`config.mk`:
```
export PLATFORM = sky130hd
export DESIGN_NAME = fwh_host
export DESIGN_NICKNAME = d
export VERILOG_FILES = /design/src/rtl/fwh_host_pkg.sv /design/src/rtl/fwh_host_drive.sv /design/src/rtl/fwh_host_wait_timer.sv /design/src/rtl/fwh_host.sv
export SDC_FILE = /design/constraint.sdc
export NUM_CORES = 1
export LEC_CHECK = 0
export CELL_PAD_IN_SITES_DETAIL_PLACEMENT = 1
export CELL_PAD_IN_SITES_GLOBAL_PLACEMENT = 1
export CORE_MARGIN = 2
export CORE_UTILIZATION = 40
export DETAILED_ROUTE_END_ITERATION = 10
export DONT_BUFFER_PORTS = 1
export PLACE_DENSITY = 0.71
export RECOVER_POWER = 100
export SYNTH_ARGS = -nofsm -noshare
export SYNTH_HDL_FRONTEND = slang
export SYNTH_SLANG_ARGS = --single-unit
```
`constraint.sdc`:
```
create_clock -name clk_i -period 2 [get_ports clk_i]
set_clock_uncertainty 0.1 [all_clocks]
set_input_delay 0.3 -clock clk_i [delete_from_list [all_inputs] [get_ports clk_i]]
set_output_delay 0.3 -clock clk_i [all_outputs]
set_load 0.01 [all_outputs]
```
`src/rtl/fwh_host_pkg.sv`:
```
package fwh_host_pkg;
  localparam int unsigned NIB_W        = 4;
  localparam int unsigned ID_W         = 4;
  localparam int unsigned ADDR_W       = 28;
  localparam int unsigned DATA_W       = 8;
  localparam int unsigned ADDR_NIBBLES = ADDR_W / NIB_W;

  localparam logic [NIB_W-1:0] CODE_RD    = 4'b1101;
  localparam logic [NIB_W-1:0] CODE_WR    = 4'b1110;
  localparam logic [NIB_W-1:0] SIZE_BYTE  = 4'b0000;
  localparam logic [NIB_W-1:0] NIB_TAR    = 4'b1111;
  localparam logic [NIB_W-1:0] SYNC_WAIT  = 4'b0101;
  localparam logic [NIB_W-1:0] SYNC_READY = 4'b0000;

  typedef enum logic [3:0] {
    ST_IDLE, ST_CODE, ST_ID, ST_ADDR, ST_SIZE, ST_WDATA,
    ST_HTAR0, ST_HTAR1, ST_SYNC, ST_RDATA, ST_TTAR0, ST_TTAR1
  } state_e;

  typedef enum logic [1:0] {
    RSP_OK      = 2'b00,
    RSP_TIMEOUT = 2'b01,
    RSP_BADSYNC = 2'b10
  } rsp_status_e;
endpackage

```
`src/rtl/fwh_host_drive.sv`:
```
module fwh_host_drive
  import fwh_host_pkg::*;
#(
  parameter int unsigned IDX_W = 3
) (
  input  state_e            state_i,
  input  logic [IDX_W-1:0]  idx_i,
  input  logic              write_i,
  input  logic [ID_W-1:0]   id_i,
  input  logic [ADDR_W-1:0] addr_i,
  input  logic [DATA_W-1:0] wdata_i,
  output logic [NIB_W-1:0]  lad_o,
  output logic              lad_oe_o,
  output logic              frame_n_o
);
  localparam int unsigned SLOTS = 2 ** IDX_W;

  logic [NIB_W-1:0] addr_nib [SLOTS];

  for (genvar g = 0; g < SLOTS; g++) begin : g_nib
    if (g < ADDR_NIBBLES) begin : g_real
      assign addr_nib[g] = addr_i[g*NIB_W +: NIB_W];
    end else begin : g_pad
      assign addr_nib[g] = '0;
    end
  end

  always_comb begin
    frame_n_o = 1'b1;
    lad_oe_o  = 1'b1;
    lad_o     = NIB_TAR;
    unique case (state_i)
      ST_CODE: begin
        frame_n_o = 1'b0;
        lad_o     = write_i ? CODE_WR : CODE_RD;
      end
      ST_ID:    lad_o = id_i;
      ST_ADDR:  lad_o = addr_nib[idx_i];
      ST_SIZE:  lad_o = SIZE_BYTE;
      ST_WDATA: lad_o = idx_i[0] ? wdata_i[2*NIB_W-1:NIB_W] : wdata_i[NIB_W-1:0];
      ST_HTAR0: lad_o = NIB_TAR;
      default:  lad_oe_o = 1'b0;
    endcase
  end
endmodule

```
`src/rtl/fwh_host_wait_timer.sv`:
```
module fwh_host_wait_timer #(
  parameter int unsigned WAIT_LIMIT = 32
) (
  input  logic clk_i,
  input  logic rst_ni,
  input  logic clear_i,
  input  logic wait_i,
  output logic expired_o
);
  localparam int unsigned CNT_W = $clog2(WAIT_LIMIT + 1);
  localparam logic [CNT_W-1:0] LAST = CNT_W'(WAIT_LIMIT - 1);

  logic [CNT_W-1:0] cnt_q;

  assign expired_o = wait_i && (cnt_q == LAST);

  always_ff @(posedge clk_i or negedge rst_ni) begin
    if (!rst_ni)                    cnt_q <= '0;
    else if (clear_i || !wait_i)    cnt_q <= '0;
    else if (!expired_o)            cnt_q <= cnt_q + 1'b1;
  end

  AST_WAIT_BELOW_LIMIT: assert property (@(posedge clk_i) disable iff (!rst_ni)
    cnt_q < CNT_W'(WAIT_LIMIT));
endmodule

```
`src/rtl/fwh_host.sv`:
```
module fwh_host
  import fwh_host_pkg::*;
#(
  parameter int unsigned WAIT_LIMIT = 32
) (
  input  logic        clk_i,
  input  logic        rst_ni,
  input  logic        req_valid_i,
  output logic        req_ready_o,
  input  logic        req_write_i,
  input  logic [3:0]  req_id_i,
  input  logic [27:0] req_addr_i,
  input  logic [7:0]  req_wdata_i,
  output logic        rsp_valid_o,
  output logic [7:0]  rsp_rdata_o,
  output logic [1:0]  rsp_status_o,
  output logic        frame_n_o,
  output logic [3:0]  lad_o,
  output logic        lad_oe_o,
  input  logic [3:0]  lad_i
);
  localparam int unsigned IDX_W = $clog2(ADDR_NIBBLES);
  localparam logic [IDX_W-1:0] ADDR_FIRST = IDX_W'(ADDR_NIBBLES - 1);

  state_e            state_q;
  logic [IDX_W-1:0]  idx_q;
  logic              wr_q;
  logic [ID_W-1:0]   id_q;
  logic [ADDR_W-1:0] addr_q;
  logic [DATA_W-1:0] wdata_q, rdata_q;
  logic              rsp_valid_q;
  rsp_status_e       status_q;
  logic              in_sync, seen_wait, wait_expired;

  assign req_ready_o  = (state_q == ST_IDLE);
  assign rsp_valid_o  = rsp_valid_q;
  assign rsp_rdata_o  = rdata_q;
  assign rsp_status_o = status_q;
  assign in_sync      = (state_q == ST_SYNC);
  assign seen_wait    = in_sync && (lad_i == SYNC_WAIT);

  fwh_host_wait_timer #(.WAIT_LIMIT(WAIT_LIMIT)) u_timer (
    .clk_i, .rst_ni,
    .clear_i  (!in_sync),
    .wait_i   (seen_wait),
    .expired_o(wait_expired)
  );

  fwh_host_drive #(.IDX_W(IDX_W)) u_drive (
    .state_i  (state_q),
    .idx_i    (idx_q),
    .write_i  (wr_q),
    .id_i     (id_q),
    .addr_i   (addr_q),
    .wdata_i  (wdata_q),
    .lad_o,
    .lad_oe_o,
    .frame_n_o
  );

  always_ff @(posedge clk_i or negedge rst_ni) begin
    if (!rst_ni) begin
      state_q     <= ST_IDLE;
      idx_q       <= '0;
      wr_q        <= 1'b0;
      id_q        <= '0;
      addr_q      <= '0;
      wdata_q     <= '0;
      rdata_q     <= '0;
      rsp_valid_q <= 1'b0;
      status_q    <= RSP_OK;
    end else begin
      rsp_valid_q <= 1'b0;
      unique case (state_q)
        ST_IDLE: if (req_valid_i) begin
          wr_q    <= req_write_i;
          id_q    <= req_id_i;
          addr_q  <= req_addr_i;
          wdata_q <= req_wdata_i;
          rdata_q <= '0;
          state_q <= ST_CODE;
        end
        ST_CODE: state_q <= ST_ID;
        ST_ID: begin
          idx_q   <= ADDR_FIRST;
          state_q <= ST_ADDR;
        end
        ST_ADDR: begin
          if (idx_q == '0) state_q <= ST_SIZE;
          else             idx_q   <= idx_q - 1'b1;
        end
        ST_SIZE: begin
          idx_q   <= '0;
          state_q <= wr_q ? ST_WDATA : ST_HTAR0;
        end
        ST_WDATA: begin
          idx_q <= idx_q + 1'b1;
          if (idx_q[0]) state_q <= ST_HTAR0;
        end
        ST_HTAR0: state_q <= ST_HTAR1;
        ST_HTAR1: state_q <= ST_SYNC;
        ST_SYNC: begin
          idx_q <= '0;
          if (lad_i == SYNC_READY) begin
            state_q <= wr_q ? ST_TTAR0 : ST_RDATA;
          end else if (lad_i == SYNC_WAIT) begin
            if (wait_expired) begin
              state_q     <= ST_IDLE;
              rsp_valid_q <= 1'b1;
              status_q    <= RSP_TIMEOUT;
            end
          end else begin
            state_q     <= ST_IDLE;
            rsp_valid_q <= 1'b1;
            status_q    <= RSP_BADSYNC;
          end
        end
        ST_RDATA: begin
          idx_q <= idx_q + 1'b1;
          if (idx_q[0]) begin
            rdata_q[2*NIB_W-1:NIB_W] <= lad_i;
            state_q <= ST_TTAR0;
          end else begin
            rdata_q[NIB_W-1:0] <= lad_i;
          end
        end
        ST_TTAR0: state_q <= ST_TTAR1;
        ST_TTAR1: begin
          state_q     <= ST_IDLE;
          rsp_valid_q <= 1'b1;
          status_q    <= RSP_OK;
        end
        default: state_q <= ST_IDLE;
      endcase
    end
  end

  AST_ACCEPT_OPENS_FRAME: assert property (@(posedge clk_i) disable iff (!rst_ni)
    (req_valid_i && req_ready_o) |=> (!frame_n_o && !req_ready_o));
  AST_STROBE_WITH_CODE: assert property (@(posedge clk_i) disable iff (!rst_ni)
    !frame_n_o |-> (lad_oe_o && (lad_o == CODE_RD || lad_o == CODE_WR)));
  AST_HOST_TAR_THEN_FLOAT: assert property (@(posedge clk_i) disable iff (!rst_ni)
    (state_q == ST_HTAR0) |=> !lad_oe_o);
  AST_NO_DRIVE_IN_SYNC: assert property (@(posedge clk_i) disable iff (!rst_ni)
    in_sync |-> !lad_oe_o);
  AST_TIMEOUT_STATUS: assert property (@(posedge clk_i) disable iff (!rst_ni)
    wait_expired |=> (rsp_valid_o && rsp_status_o == RSP_TIMEOUT));
  AST_BADSYNC_STATUS: assert property (@(posedge clk_i) disable iff (!rst_ni)
    (in_sync && lad_i != SYNC_WAIT && lad_i != SYNC_READY)
      |=> (rsp_valid_o && rsp_status_o == RSP_BADSYNC));
  AST_RSP_ONE_CLOCK: assert property (@(posedge clk_i) disable iff (!rst_ni)
    rsp_valid_o |=> !rsp_valid_o);
endmodule

```
After elaboration in Yosys (flattened, before gate mapping)
Index checks and enable logic that the tools add are counted.

operators by class
  $add $sub $neg = 3
  order comparisons = 1
  equal/unequal tests = 23
  multiplexer cells = 34
  bitwise operators = 1
  reductions and logical operators = 20

operators with widths
  operator                                                number
  two-way mux 4 bit                                       12
  one-hot mux 4 bit (11 select lines)                     1
  == test 4 x 3 -> 1 bit (second input constant)          5
  one-hot mux 4 bit (5 select lines)                      1
  == test 4 bit (second input constant)                   4
  inequality test 2 bit (second input constant)           8
  one-hot mux 8 bit (2 select lines)                      1
  binary-select mux 4 bit (select 3 bit)                  1
  two-way mux 2 bit                                       6
  two-way mux 6 bit                                       2
  one-hot mux 3 bit (4 select lines)                      1
  AND reduction 3 bit                                     3
  == test 4 x 2 -> 1 bit (second input constant)          2
  logical NOT 4 bit                                       2
  two-way mux 8 bit                                       1
  adder 6 x 1 -> 6 bit (second input constant)            1
  == test 6 x 5 -> 1 bit (second input constant)          1
  OR reduction 6 bit                                      1
  two-way mux 1 bit                                       5
  AND reduction 5 bit                                     1
  == test 4 x 1 -> 1 bit (second input constant)          1
  >= comparator 4 bit (second input constant)             1
  inequality test 4 x 3 -> 1 bit (second input constant)  1
  NOT 3 -> 4 bit                                          1
  14 further kinds                                        19

word-level totals
  register bits = 65

Longest topological paths before layout
Gate-level depths: netlist of the first run.

  depth in word-level cells = 7
  mapped depth = 7
  gate-level depth less buffers = 6

Cells and area by module
Synthesis of the first run repeated with hierarchy kept, for this count alone.

second synthesis, totals
  cells, all modules = 288
  area, all modules = 3613.5 µm²

modules (own cells, without submodules)
  module               times used  cells an instance  area an instance (µm²)
  fwh_host             1           198                2806.4
  fwh_host_drive       1           58                 474.2
  fwh_host_wait_timer  1           32                 332.8

Worst setup path before layout of the first run
No wires, ideal clock.

  path type = register -> output
  start = reg idx_q[0]
  end = out lad_o[0]
  arrival = 1.573 ns
  data required time = 1.600 ns
  path slack = 0.027 ns
  cell stages (with the launch flop) = 6
  cell sequence = dfrtp_1 buf_2 mux4_2 nor2_1 a211oi_1 or4_1

on the way
  cells in the longest elaborated chain, start to end = 5

RTL lines
  element                                                line                  text
  start, declared                                        fwh_host.sv:26        logic [IDX_W-1:0] idx_q;
  start signal, assigned                                 fwh_host.sv:90        else idx_q <= idx_q - 1'b1;
  start signal, assigned                                 fwh_host.sv:97        idx_q <= idx_q + 1'b1;
  start signal, assigned                                 fwh_host.sv:119       idx_q <= idx_q + 1'b1;
  NOT 3 -> 4 bit (implied by the code)                   fwh_host_drive.sv:38  ST_ADDR: lad_o = addr_nib[idx_i];
  binary-select mux 4 bit (select 3 bit)                 fwh_host_drive.sv:38
  two-way mux 4 bit (implied by the code) (2 in series)  fwh_host_drive.sv:38
  one-hot mux 4 bit (5 select lines) (*)                 fwh_host_drive.sv:32  unique case (state_i)
  end, declared                                          fwh_host.sv:18        output logic [3:0] lad_o,

Every way passes the cells marked *; elsewhere a longest branch is shown, timed or not. The select of a mux whose other input is x is not followed.

Final worst setup path of the first run
Same ends and word-level chain as after synthesis.

==> out/metrics.csv, run 1 <==
metric,value,unit
diode count,0,
status,finished with violations,
violated checks,setup timing,
reg2reg path depth,7,
first-pass GRT wire length,14590,um
io pins,66,
fin crit share,116.0,%
Post-Syn Nets,343,
Worst VDD drop,0.0007172,V
Area growth syn-to-layout,29.39,%
WP data arrival,1920,ps
crit path time final,2321,ps
startpoint types,flop,
DR iter-0 viols,112,
via count,2637,
PortBufs,0,
Worst Setup EP,lad_o[0],
residual DRC count,0,
Max-Cap Viols,0,
Vert. Die Dim,96.16,um
Synth Cell Area,3397,um2
Syn. warnings,0,
Pins Over Slew Limit,0,
largest net degree at the start of global routing,66,
CORE AREA,8217,um2
Unique masters post-synth,56,
First-pass DRT Iterations,4,
RD Place Congestion,0.8646,
Synth Flop Type,dfrtp_1,
die width,96.16,um
Seq pwr share,35.0,%
Crit Path Class,flop to primary output,
share of cells above drive strength 1,32.23,%
async set-reset flop share out of synthesis,100.0,%
Antenna Nets Post-Route,0,
post-place setup slack,-61.15,ps
switching power,2492,uW
Nets,408,
number of synthesized register bits,65,
P per Cell Area,1537,nW/um2
unrepaired setup endpoints after global routing,true,
CP Max Fanout,5,
Hold WC Path Type,primary input to flop,
CTS Buf Count,9,
Total Neg Setup Slack,-5644,ps
clk sinks,65,
final setup fails,47,
total global-route track usage,21.10,%
RR Endpoint,addr_q[4]$_DFFE_PN0P_,
Worst Setup SP,idx_q[0]$_DFFE_PN0P_,
Sw Share,36.88,%
grt ovf,0,
Mean Syn Cell Area,11.59,um2
"most common cell after layout, fill and taps aside",dfrtp_1,
placed cell count,403,
clk root buf,clkbuf_8,
Fmax,430.9,MHz
post-DP HPWL,6364,um
measured slew at the worst slew-check pin,898.5,ps
Logic pwr share,44.2,%
Internal Power,4265,uW
CTS H-tree depth,3,
post-route insts no fill,468,
Hold Fails Final Rpt,0,
Clock transition at path regs,70,ps
WL/cell,20.00,um
Hold Path Depth,1,
"EDFF count, synth",0,
vias in the first global route,2858,
most frequent cells in the layout,"dfrtp_1 (63), mux2_2 (44), dlygate4sd3_1 (44), nand2_1 (23), buf_4 (19)",
die area,9246,um2
drt via density,5.635,
clk_lat worst skew,350,ps
clock network power share,20.8,%
Worst setup EP type,primary output,
final worst setup slack,-320.5,ps
Initial Utilization,41.34,%
Leak,0.001864,uW
Post-Syn Instances,293,
initial antenna violation count,0,
Reg2Reg Setup Slack,-160,ps
reg2reg start,state_q[1]$_DFFE_PN0P_,
standard-cell row count,33,
slew margin rel.,40.10,%
Max Root-Sink Buffers,2,
Post-Route WL,9362,um
worst path required time,1600,ps
clock tree from TritonCTS,yes,
sequential share of the synthesized area,47.88,%
==> layout make-up <==
type,count,area (um2)
clock inverters,6,115.1
repair buffers,74,685.7
multi-input cells,198,1665
inverters,10,41.29
clock buffers,10,127.6
fillers,859,3821
well taps,105,131.4
flip-flops and latches,65,1629
==> power by group through the flow <==
| stage | Combinational (uW) | Sequential, uW | Clock, uW |
|---|---|---|---|
| final | 2990 | 2370 | 1410 |
| after global routing | 3230 | 2440 | 1480 |
| after CTS | 2920 | 2370 | 1420 |
| after detailed placement | 2720 | 2390 | 0 |
| after global placement | 2620 | 2360 | 0 |
| after floorplan | 2120 | 2120 | 0 |
==> sequential cells by signal (all words and copies together) (netlist names) <==
signal         flops
addr_q            28
id_q               4
idx_q              3
rsp_rdata_o        8
rsp_status_o       2
rsp_valid_o        1
state_q            4
u_timer.cnt_q      6
wdata_q            8
wr_q               1
==> worst min path at each step <==
stage                              start  slack [ps]                           to
after CTS                       lad_i[1]         0.7   rsp_rdata_o[5]$_DFFE_PN0P_
final                     req_addr_i[17]          10       addr_q[17]$_DFFE_PN0P_
after global routing         req_id_i[1]           6          id_q[1]$_DFFE_PN0P_
after global placement            rst_ni         -90  rsp_status_o[1]$_DFFE_PN0P_
after detailed placement          rst_ni         -90  rsp_status_o[1]$_DFFE_PN0P_
after floorplan                   rst_ni        -100        addr_q[0]$_DFFE_PN0P_
==> metal layers <==
layer,share of wire (%),global-route usage (%)
met5,0,0
met4,1.7,6.548
met3,4.4,5.403
met2,55,39.06
met1,39,23.50
==> per-stage QoR <==
stage / cell area (um2) / util, % / hold slack (ps) / power, uW
after floorplan: 3397 / - / -95.59 / 4236
after global placement: 3628 / 44.16 / -93.50 / 4981
after detailed placement: 3628 / 44.16 / -93.58 / 5103
after CTS: 4332 / 52.72 / 0.6539 / 6713
after global routing: 4395 / 53.49 / 6.259 / 7154
final: 4395 / 53.49 / 12.07 / 6758
==> worst max-delay path, cell delays in order, from the launching register on <==
cell,delay [ps]
dfrtp_2,450
buf_6,140
nor2b_2,180
a22oi_1,240
a211oi_1,110
or4_4,460
==> cells in the mapped netlist (5+ instances only) <==
cell | count | area [um2]
inv_1 | 9 | 33.78
mux2_2 | 44 | 495.5
xnor2_1 | 5 | 43.79
nand2_1 | 23 | 86.33
a21oi_1 | 14 | 70.07
dfrtp_1 | 65 | 1627
a211oi_1 | 7 | 52.55
o21ai_0 | 7 | 35.03
buf_2 | 11 | 55.05
nor2_1 | 15 | 56.30
mux2i_1 | 10 | 100.1
nor3_1 | 6 | 30.03
==> what timing repair did <==
action                                  4_1_cts  5_1_grt
hold buffers                                 40        5
endpoints found under the hold margin       106        5
resized for setup                             9       12
endpoints found under the setup margin        6        6
pin swaps                                     3        3
buffers inserted                              2        2
==> cells by family after synthesis <==
kind of cell             count (synthesis)  synth area share (%)
flip-flops                              65                 47.88
AND/OR/NAND/NOR                         71                 11.60
XOR/XNOR                                 7                 1.805
buffers and inverters                   30                 4.493
multiplexers                            59                 20.52
AO/OA/AOI/OAI                           59                 12.74
adder cells (fa/ha/maj)                  2                0.9576
Power figures use the tool's default switching activity.
==> inputs of run 2 (changes only) <==
PLACE_DENSITY = 0.79   (was 0.71)
==> out/metrics.csv, run 2 (synthesis results as in run 1) <==
metric,value,unit
clk_lat worst skew,350,ps
fin crit share,115.3,%
Leak,0.001829,uW
clock tree from TritonCTS,yes,
max reg flops,28,
metal3 WL,487,um
Min-Delay Endpoint,state_q[0]$_DFFE_PN0P_,
Metal-1 WL,3489,um
most flop-heavy register,addr_q,
"most common cell after layout, fill and taps aside",dfrtp_1,
Hold Fails Final Rpt,0,
fillers,849,
Vert. Die Dim,96.16,um
die width,96.16,um
Sw Share,38.40,%
grt ovf,0,
initial antenna violation count,0,
post-layout instance area,4314,um2
Fmax,433.8,MHz
drt via density,5.560,
final setup fails,4,
first-pass GRT wire length,14950,um
Seq pwr share,36.4,%
DR WL met2,5271,um
die area,9246,um2
Pins Over Slew Limit,0,
Antenna Nets Post-Route,0,
HP Start,req_valid_i,
reg2reg start,state_q[1]$_DFFE_PN0P_,
Design Power,6453,uW
Area growth syn-to-layout,27.00,%
Placed Area,3656,um2
Crit Path Class,flop to primary output,
post-DP HPWL,6152,um
Reg2Reg Setup Slack,60,ps
via count,2602,
switching power,2478,uW
vias in the first global route,2983,
Hold Path Depth,2,
largest net degree at the start of global routing,66,
clk root buf,clkbuf_8,
startpoint types,flop,
status,finished with violations,
clock network power share,17.4,%
final hold slack,100.4,ps
slew margin rel.,40.18,%
share of cells above drive strength 1,29.75,%
post-place setup slack,-64.90,ps
Setup Buffers After CTS,0,
CP Max Fanout,5,
RD Place Congestion,0.8105,
Logic pwr share,46.2,%
Post-Route WL,9430,um
max layer used,met4,
Worst VDD drop,0.0007638,V
post-route insts no fill,468,
CTS Buf Count,9,
DR iter-0 viols,80,
final worst setup slack,-305.3,ps
Internal Power,3975,uW
Clock transition at path regs,70,ps
violated checks,setup timing,
standard-cell row count,33,
residual DRC count,0,
unrepaired setup endpoints after global routing,true,
diode count,0,
clk sinks,65,
Initial Utilization,41.34,%
Nets,408,
placed cell count,405,
P per Cell Area,1496,nW/um2
most frequent cells in the layout,"dfrtp_1 (63), dlygate4sd3_1 (46), mux2_2 (44), nand2_1 (24), buf_4 (17)",
crit path time final,2305,ps
CORE AREA,8217,um2
First-pass DRT Iterations,4,
Max Root-Sink Buffers,2,
total global-route track usage,22.06,%
WL/cell,20.15,um
worst path required time,1600,ps
reg2reg path depth,6,
io pins,66,
RR Endpoint,idx_q[2]$_DFFE_PN0P_,
WP data arrival,1910,ps
CTS H-tree depth,3,
measured slew at the worst slew-check pin,897.3,ps
Worst setup EP type,primary output,
PortBufs,0,
Max-Cap Viols,0,
Hold WC Path Type,primary input to flop,
==> run 2: timing repair <==
item / in CTS / in global routing
hold buffers: 47 / 0
gates resized for setup: 7 / 5
setup endpoints to repair: 5 / 6
endpoints found under the hold margin: 114 / 0
pin swaps: 4 / 0
==> run 2: cell type report <==
cell class	count	area, um2	share of cell area (%)
sequential	65	1629	37.76
timing repair buffer	74	685.7	15.89
clock buffer	10	127.6	2.958
inverter	10	37.54	0.8701
multi-input combinational	198	1634	37.88
tap	105	131.4	3.045
clock inverter	6	68.82	1.595
==> run 2: worst max path at each step <==
stage / from / end / depth (start not counted)
detailed placement: idx_q[0]$_DFFE_PN0P_ / lad_o[1] / 5
CTS: idx_q[0]$_DFFE_PN0P_ / lad_o[0] / 4
global route: idx_q[0]$_DFFE_PN0P_ / lad_o[0] / 4
floorplan: idx_q[0]$_DFFE_PN0P_ / lad_o[0] / 5
finish: idx_q[0]$_DFFE_PN0P_ / lad_o[0] / 4
global placement: idx_q[0]$_DFFE_PN0P_ / lad_o[0] / 4
==> run 2: per-layer routing <==
layer / vias up / global-route usage [%]
met5: - / 0
met4: 0 / 7.976
met3: 14 / 5.638
met2: 74 / 41.90
met1: 1313 / 23.18
li1: 1201 / -
==> run 2: power groups by stage <==
stage / registers [uW] / clock network [uW] / logic (uW)
after floorplan: 2120 / 0 / 2120
final: 2350 / 1120 / 2980
after global routing: 2420 / 1190 / 3240
after detailed placement: 2350 / 0 / 2820
after CTS: 2330 / 1160 / 3000
after global placement: 2320 / 0 / 2690
==> run 2: per-stage QoR <==
stage	utilization (%)	TNS, ps
3_3_place_gp	44.50	-38.72
2_1_floorplan	-	0
3_5_place_dp	44.50	-215.2
6_report	52.50	-1174
4_1_cts	53.14	-1346
5_1_grt	52.50	-1902
==> run 2: worst max-delay path, stage by stage, from the launching register on <==
cell and delay [ps]:
dfrtp_2 430, mux4_2 520, nor2_2 90, a211oi_1 60, or4_4 460
==> inputs of run 3 (changes only) <==
ABC_AREA = 1   (was not set)
PLACE_DENSITY = 0.85   (was 0.79)
==> out/metrics.csv, run 3 <==
metric,value,unit
status,finished with violations,
violated checks,"hold timing, setup timing",
clk root buf,clkbuf_8,
most flop-heavy register,addr_q,
main combinational cell family by area after synthesis,simple AND/OR/NAND/NOR gates,
WP data arrival,1660,ps
"EDFF count, synth",0,
Unique masters post-synth,27,
Synth Cell Area,3501,um2
fin crit share,103.1,%
CTS H-tree depth,3,
most frequent cells in the layout,"nand2_1 (161), nand3_1 (67), dfrtp_1 (62), nor2_1 (45), inv_1 (28)",
final hold slack,-1.853,ps
measured slew at the worst slew-check pin,903.7,ps
cells along the critical path,buf_4 > nor2_4 > nand2_4 > nand3_4 > inv_2 > nor2_1 > nand2_1,
Antenna Nets Post-Route,0,
share of the synthesized area in the top cell type,46.46,%
first-pass GRT wire length,17570,um
clk sinks,65,
Initial Utilization,40.74,%
vias in the first global route,3552,
RD Place Congestion,0.8949,
CP peak stage delay,460,ps
mux cell area share after synthesis,0,%
P per Cell Area,1561,nW/um2
CORE AREA,8593,um2
Worst setup EP type,primary output,
Syn. warnings,0,
Hold Fails Final Rpt,1,
initial antenna violation count,0,
residual DRC count,0,
crit path time final,2062,ps
post-DP HPWL,6872,um
grt ovf,0,
Hold WC Path Type,primary input to flop,
Vert. Die Dim,97.55,um
Post-Route WL,11840,um
Synth Flop Type,dfrtp_1,
io pins,66,
unrepaired setup endpoints after global routing,true,
Post-Syn Nets,533,
CTS Buf Count,9,
most numerous cell in the Yosys netlist,nand2_1,
Total Neg Setup Slack,-233.5,ps
crit-path leading delay family,simple AND/OR/NAND/NOR gates,
Synth Area in XOR/XNOR,0.7505,%
async set-reset flop share out of synthesis,100.0,%
Pins Over Slew Limit,0,
Worst Setup SP,state_q[2]$_DFFE_PN0P_,
PortBufs,0,
crit path buf inv count,2,
Clock transition at path regs,80,ps
total global-route track usage,23.25,%
drt via density,5.346,
die area,9516,um2
Leak,0.002222,uW
die width,97.55,um
Synth Area in Simple Gates,38.60,%
most instantiated cells after synthesis,"nand2_1 (175), nand3_1 (72), dfrtp_1 (65)",
Post-Synth Adder-Cell Area,0.9292,%
Max Root-Sink Buffers,2,
Compound-Gate Fraction of Synth Area,6.683,%
CP Max Fanout,5,
slew margin rel.,39.75,%
Crit-path slowest cell,dfrtp_2,
Max-Cap Viols,0,
DR iter-0 viols,215,
diode count,0,
startpoint types,flop,
Post-Syn Instances,483,
share of cells above drive strength 1,19.21,%
Yosys top cell by area,dfrtp_1,
"top cells by area, synth","dfrtp_1 (46%), nand2_1 (19%), nand3_1 (10%), nor2_1 (5.6%), o21ai_0 (3.6%)",
reg2reg start,state_q[3]$_DFFE_PN0P_,
"most common cell after layout, fill and taps aside",nand2_1,
Nets,576,
max reg flops,28,
Crit Path Class,flop to primary output,
standard-cell row count,34,
Fmax,485.0,MHz
largest net degree at the start of global routing,66,
Area growth syn-to-layout,27.52,%
Worst VDD drop,0.0006023,V
clk_lat worst skew,350,ps
sequential share of the synthesized area,46.46,%
Mean Syn Cell Area,7.248,um2
WL/cell,18.53,um
via count,3416,
First-pass DRT Iterations,4,
final setup fails,5,
HP Start,req_wdata_i[4],
final worst setup slack,-61.88,ps
clock tree from TritonCTS,yes,
number of synthesized register bits,65,
worst path required time,1600,ps
-- run 3: cell types whose count changed after synthesis, moves of 5 or more --
cell      delta
nand2_1    +152
mux2i_1     -10
mux2_2      -44
nand3_1     +69
a211oi_1     -7
o21ai_0     +18
nor2_1      +37
nor3_1       -5
inv_1       +23
a21oi_1      -6
-- run 3: repair_timing --
action,4_1_cts,5_1_grt
hold buffers,27,0
endpoints found under the hold margin,88,0
setup endpoints to repair,7,8
gates resized for setup,27,41
pin swaps,4,10
cloned,0,1
buffers inserted,6,8
-- run 3: final timing paths --
kind | to | slack, ps | depth (start not counted)
setup reg to reg | idx_q[1]$_DFFE_PN0P_ | 20 | 11
hold reg to reg | addr_q[6]$_DFFE_PN0P_ | 370 | 2
setup / recovery | lad_o[0] | -60 | 7
min in group asynchronous | idx_q[2]$_DFFE_PN0P_ | 620 | 2
max in group asynchronous | state_q[2]$_DFFE_PN0P_ | 540 | 2
hold / removal | wdata_q[4]$_DFFE_PN0P_ | -2 | 2
-- run 3: kinds of logic after synthesis --
group           after synthesis
xor+xnor                      3
compound gates               40
simple gates                317
fa+ha+maj                     2
buf+inv                      56
flops                        65
-- run 3: stage by stage --
stage          cells  total power [uW]  area [um2]  worst slack [ps]  utilization, %
5_1_grt          639              7469        4464            -137.9           51.95
4_1_cts          630              6326        4270             1.292           49.69
6_report         639              6970        4464            -61.88           51.95
2_1_floorplan    483              4023        3501             152.9               -
3_3_place_gp     581              4567        3628             115.2           42.22
3_5_place_dp     581              4746        3628            -46.06           42.22
-- run 3: area by class of cell --
cell class / count / area, um2
inverter: 36 / 145.1
timing repair buffer: 52 / 534.3
fill: 1067 / 4129
tap: 108 / 135.1
multi-input combinational: 362 / 1800
sequential: 65 / 1630
clock inverter: 7 / 95.09
clock buffer: 9 / 123.9
-- run 3: layer usage --
metal	GRT usage, %	share of wire, %
met1	27.62	40
met2	41.70	53
met3	3.094	3.3
met4	10.36	3.9
met5	0	0
-- run 3: power by group --
| group | switching, uW | total [uW] | internal [uW] |
|---|---|---|---|
| combinational | 2260 | 3540 | 1280 |
| clock | 543 | 1240 | 701 |
| sequential | 381 | 2190 | 1810 |
